--- config.mk ---
export PLATFORM = sky130hd
export DESIGN_NAME = mux_bus_master
export DESIGN_NICKNAME = d
export VERILOG_FILES = /design/src/rtl/mux_bus_master.sv
export SDC_FILE = /design/constraint.sdc
export NUM_CORES = 1
export LEC_CHECK = 0
export BUFFER_PORTS_ARGS = -buffer_cell sky130_fd_sc_hd__buf_2
export CELL_PAD_IN_SITES_DETAIL_PLACEMENT = 0
export CELL_PAD_IN_SITES_GLOBAL_PLACEMENT = 1
export CORE_MARGIN = 1
export CORE_UTILIZATION = 31
export DETAILED_ROUTE_END_ITERATION = 8
export GPL_TIMING_DRIVEN = 0
export PLACE_DENSITY_LB_ADDON = 0.2
export SYNTH_ARGS = -nofsm -noshare
export SYNTH_HDL_FRONTEND = slang
export SYNTH_SLANG_ARGS = --single-unit
--- constraint.sdc ---
create_clock -name clk -period 1.4 [get_ports clk]
set_input_delay 0.21 -clock clk [delete_from_list [all_inputs] [get_ports clk]]
set_output_delay 0.21 -clock clk [all_outputs]
set_load 0.03 [all_outputs]
--- src/rtl/mux_bus_master.sv ---
module mux_bus_master #(
  parameter int ADDR_W = 20,
  parameter int LOW_W  = 8,
  parameter int IO_W   = 16
) (
  input  logic              clk,
  input  logic              rst_n,
  input  logic              req_valid,
  input  logic              req_write,
  input  logic              req_io,
  input  logic [ADDR_W-1:0] req_addr,
  input  logic [LOW_W-1:0]  req_wdata,
  output logic              req_ready,
  output logic              rsp_done,
  output logic [LOW_W-1:0]  rsp_rdata,
  output logic [ADDR_W-LOW_W-1:0] bus_a_hi,
  output logic [LOW_W-1:0]  bus_ad_out,
  output logic              bus_ad_oe,
  input  logic [LOW_W-1:0]  bus_ad_in,
  output logic [2:0]        bus_stat_n,
  output logic [1:0]        bus_qstat,
  input  logic              bus_rdy
);
  localparam int HI_W  = ADDR_W - LOW_W;
  localparam int PAD_W = ADDR_W - IO_W;

  typedef enum logic [2:0] {
    ST_IDLE, ST_SETUP, ST_T1, ST_T2, ST_T3, ST_TW, ST_T4
  } st_t;

  st_t              st, st_nx;
  logic [ADDR_W-1:0] addr_q;
  logic [LOW_W-1:0]  wdata_q, rdata_q;
  logic              wr_q, io_q, done_q;
  logic              active, data_phase, last_wait;

  always_comb begin
    st_nx = st;
    case (st)
      ST_IDLE:  if (req_valid) st_nx = ST_SETUP;
      ST_SETUP: st_nx = ST_T1;
      ST_T1:    st_nx = ST_T2;
      ST_T2:    st_nx = ST_T3;
      ST_T3,
      ST_TW:    st_nx = bus_rdy ? ST_T4 : ST_TW;
      ST_T4:    st_nx = ST_IDLE;
      default:  st_nx = ST_IDLE;
    endcase
  end

  assign active     = (st == ST_T1) || (st == ST_T2) || (st == ST_T3) || (st == ST_TW);
  assign data_phase = (st == ST_T2) || (st == ST_T3) || (st == ST_TW) || (st == ST_T4);
  assign last_wait  = ((st == ST_T3) || (st == ST_TW)) && bus_rdy;

  always_ff @(posedge clk) begin
    if (!rst_n) begin
      st      <= ST_IDLE;
      addr_q  <= '0;
      wdata_q <= '0;
      rdata_q <= '0;
      wr_q    <= 1'b0;
      io_q    <= 1'b0;
      done_q  <= 1'b0;
    end else begin
      st     <= st_nx;
      done_q <= (st == ST_T4);
      if (st == ST_IDLE && req_valid) begin
        addr_q  <= req_io ? {{PAD_W{1'b0}}, req_addr[IO_W-1:0]} : req_addr;
        wdata_q <= req_wdata;
        wr_q    <= req_write;
        io_q    <= req_io;
      end
      if (last_wait && !wr_q) rdata_q <= bus_ad_in;
    end
  end

  assign req_ready  = (st == ST_IDLE);
  assign rsp_done   = done_q;
  assign rsp_rdata  = rdata_q;
  assign bus_a_hi   = addr_q[ADDR_W-1 -: HI_W];
  assign bus_ad_out = (wr_q && data_phase) ? wdata_q : addr_q[LOW_W-1:0];
  assign bus_ad_oe  = wr_q || !data_phase;
  assign bus_stat_n = active ? {!io_q, wr_q, !wr_q} : 3'b111;
  assign bus_qstat  = 2'b00;
endmodule

==> out/qor.yml <==
outcome:
  outcome: "complete, but fails checks"
  violations: "setup timing"
synth:
  ys_warn_count: 0
  syn_inst: 210
  ys_ff_latch: 42
  syn_area_per_cell_um2: 9.01
  syn_area_mm2: 0.00189
  synth_ff_type: "dfxtp_1"
  synth_area_leaders: "dfxtp_1, o21ai_0, nand3_1"
  yosysSeqAreaShare_pct: 44.4
  yosysTopAreaCell: "dfxtp_1"
  synth_edf_count: 0
  async_flop_share_pct: 0
  synth.distinct_cells: 31
  yosysTopAreaCellShare_pct: 44.4
  synth_commonest_cells: "dfxtp_1, nand2_1, o21ai_0, nand3_1, buf_4"
  synth_most_common_cell: "dfxtp_1"
routing:
  vias_per_cell: 4.55
  drtIter0Drc: 66
  dr.pass1.iters: 4
  ant_nets: 0
  dr_total_vias: 1756
  drt_wl_total_um: 4930
  post-route-drc-count: 0
  wl_per_cell_um: 12.8
global_routing:
  grt_max_degree: 14
  grt_pass1_wl_um: 7830
  antenna_found_initial: 0
  grt_overflow: 0
  grt_pass1_vias: 1602
  grtUsageTotal_pct: 16.3
critical_path:
  cp_cell_sequence: "and3b_4 -> o21ai_4 -> buf_12 -> mux2_4 -> buf_6"
  worstReg2RegStart: "st[2]$_SDFFE_PN0P_"
  worst_path_dominant_cell_family: "flip-flops"
  critPathBufInv: 2
  required_ns: 1.19
  critPathLaunch: "st[2]$_SDFFE_PN0P_"
  critical_path_class: "reg2out"
  critPathMaxStageDelay_ns: 0.33
  cp.arrival_ns: 1.59
  start_kind: "flop"
  cp_slowest_cell: "dfxtp_2"
  endpoint_kind: "output pin"
  r2r_setup_slack_ns: -0.12
  cp_max_fo: 8
cells_and_area:
  n_antenna_cell: 0
  stdcell_count: 386
  fin_nets: 352
  synthToLayoutAreaGrowth_pct: 54.4
  layout-drive-gt1-share_pct: 48.2
die:
  fp.dieH_um: 80.1
  coreArea_mm2: 0.00592
  core.rowCount: 28
  num_io_pins: 78
  die_x_um: 80.1
  dieArea_mm2: 0.00642
  initial_core_util_pct: 32.0
run:
  cap_violations: 0
timing:
  post-route-period-util_pct: 129
  fin_ws_ns: -0.402
  rsz0062_at_grt: "yes"
  finalSetupViolations: 38
  holdWs_ns: 0.133
  skew_ns: 0.0117
  fin_crit_ns: 1.80
  hold_viol: 0
  max_freq_ghz: 0.555
  slew_headroom_pct: 66.1
  slew_viol_final: 0
  worst_pin_slew_ns: 0.509
clock_network:
  clk_pin_slew_ns: 0.09
  clock_sinks: 42
  clk_latency_ns: 0.29
  clockBufferDepth: 2
  cts_buffers: 5
  root_buffer: "clkbuf_8"
  htree_num_levels: 2
  hold_buffers: 0
  cts_tree: "done"
place:
  preCtsSetupSlack_ns: -0.341
  port_buffers: 74
  gp_congestion: 0.744
  dp_hpwl_um: 3210
  place_inst: 360
hold_path:
  hold_start: "req_addr[12]"
  hold_path.class: "in2reg"
power_and_ir_drop:
  peakVddDrop_uv: 538
  leakage_nw: 1.30
  p_per_area_mw_per_mm2: 1140
## final cells by class
| class | instances | area [um^2] |
|---|---|---|
| Buffer | 29 | 236 |
| Clock buffer | 6 | 82.6 |
| Clock inverter | 2 | 12.5 |
| Fill cell | 567 | 3000 |
| Multi-Input combinational cell | 137 | 931 |
| Sequential cell | 42 | 847 |
| Tap cell | 75 | 93.8 |
| Timing Repair Buffer | 95 | 717 |
## final timing paths
path                                                end  depth (start not counted)
worst max-delay path                      bus_ad_out[6]                          5
worst min-delay path            addr_q[12]$_SDFFE_PN0P_                          3
worst max register to register  wdata_q[1]$_SDFFE_PN0P_                          7
worst min register to register  addr_q[14]$_SDFFE_PN0P_                          2
## routing by layer
metal  vias to the layer above  part of all wire, %  global-route usage (%)
met3                         5                  5.6                    4.43
li1                        901                    -                       -
met4                         0                 0.95                    5.36
met1                       800                   46                    20.8
met2                        50                   47                    26.3
met5                         -                    0                       0
## metrics by stage
step	power (W)	instance area, um^2	setup TNS (ns)	utilization [%]
2_1_floorplan	0.00191	1900	-0.864	-
3_3_place_gp	0.00213	2360	-4.62	39.9
3_5_place_dp	0.00214	2360	-4.63	39.9
4_1_cts	0.00334	2870	-7.72	48.5
5_1_grt	0.00353	2920	-8.33	49.3
6_report	0.00333	2920	-5.47	49.3
## worst min-delay path: stages
cell and delay [ns]:
buf_2 0.08, nand3_1 0.05, o21ai_1 0.06
## cell usage in the layout, fill, tap and decap left out, types with 5 or more instances in the layout
cell	count
mux2i_1	8
buf_4	28
buf_2	63
buf_6	13
nand2_1	32
buf_8	5
nand3_1	22
clkbuf_8	9
dfxtp_1	39
nor2b_1	10
o21ai_1	25
mux2_4	8
clkbuf_1	6
## kinds of logic after synthesis
| group | count (synthesis) | share of synthesized area (%) |
|---|---|---|
| DFF | 42 | 44.4 |
| buffers and inverters | 32 | 11.6 |
| and+or+nand+nor | 81 | 22.8 |
| other | 1 | 0.198 |
| muxes | 16 | 9.19 |
| xor gates and xnor gates | 2 | 0.926 |
| AOI/OAI and AO/OA | 36 | 10.8 |
## repair_timing
| action | CTS | global route |
|---|---|---|
| pin swaps | 10 | 3 |
| buffers inserted | 12 | 5 |
| endpoints found under the setup margin | 50 | 51 |
| resized for setup | 78 | 12 |
| gates cloned | 5 | 0 |
| hold endpoints to repair | 0 | 0 |
## where the power goes
group / internal (W) / total (W) / switching [W]
logic: 0.000609 / 0.00116 / 0.000551
registers: 0.00130 / 0.00136 / 0.0000646
clock network: 0.000396 / 0.000812 / 0.000416
## sequential cells by signal (all words and copies together), names as in the netlist
register	flops
addr_q	20
rsp_rdata	8
wdata_q	8
st	3
io_q	1
rsp_done	1
wr_q	1
No activity file was read; power rests on OpenSTA's default activity.
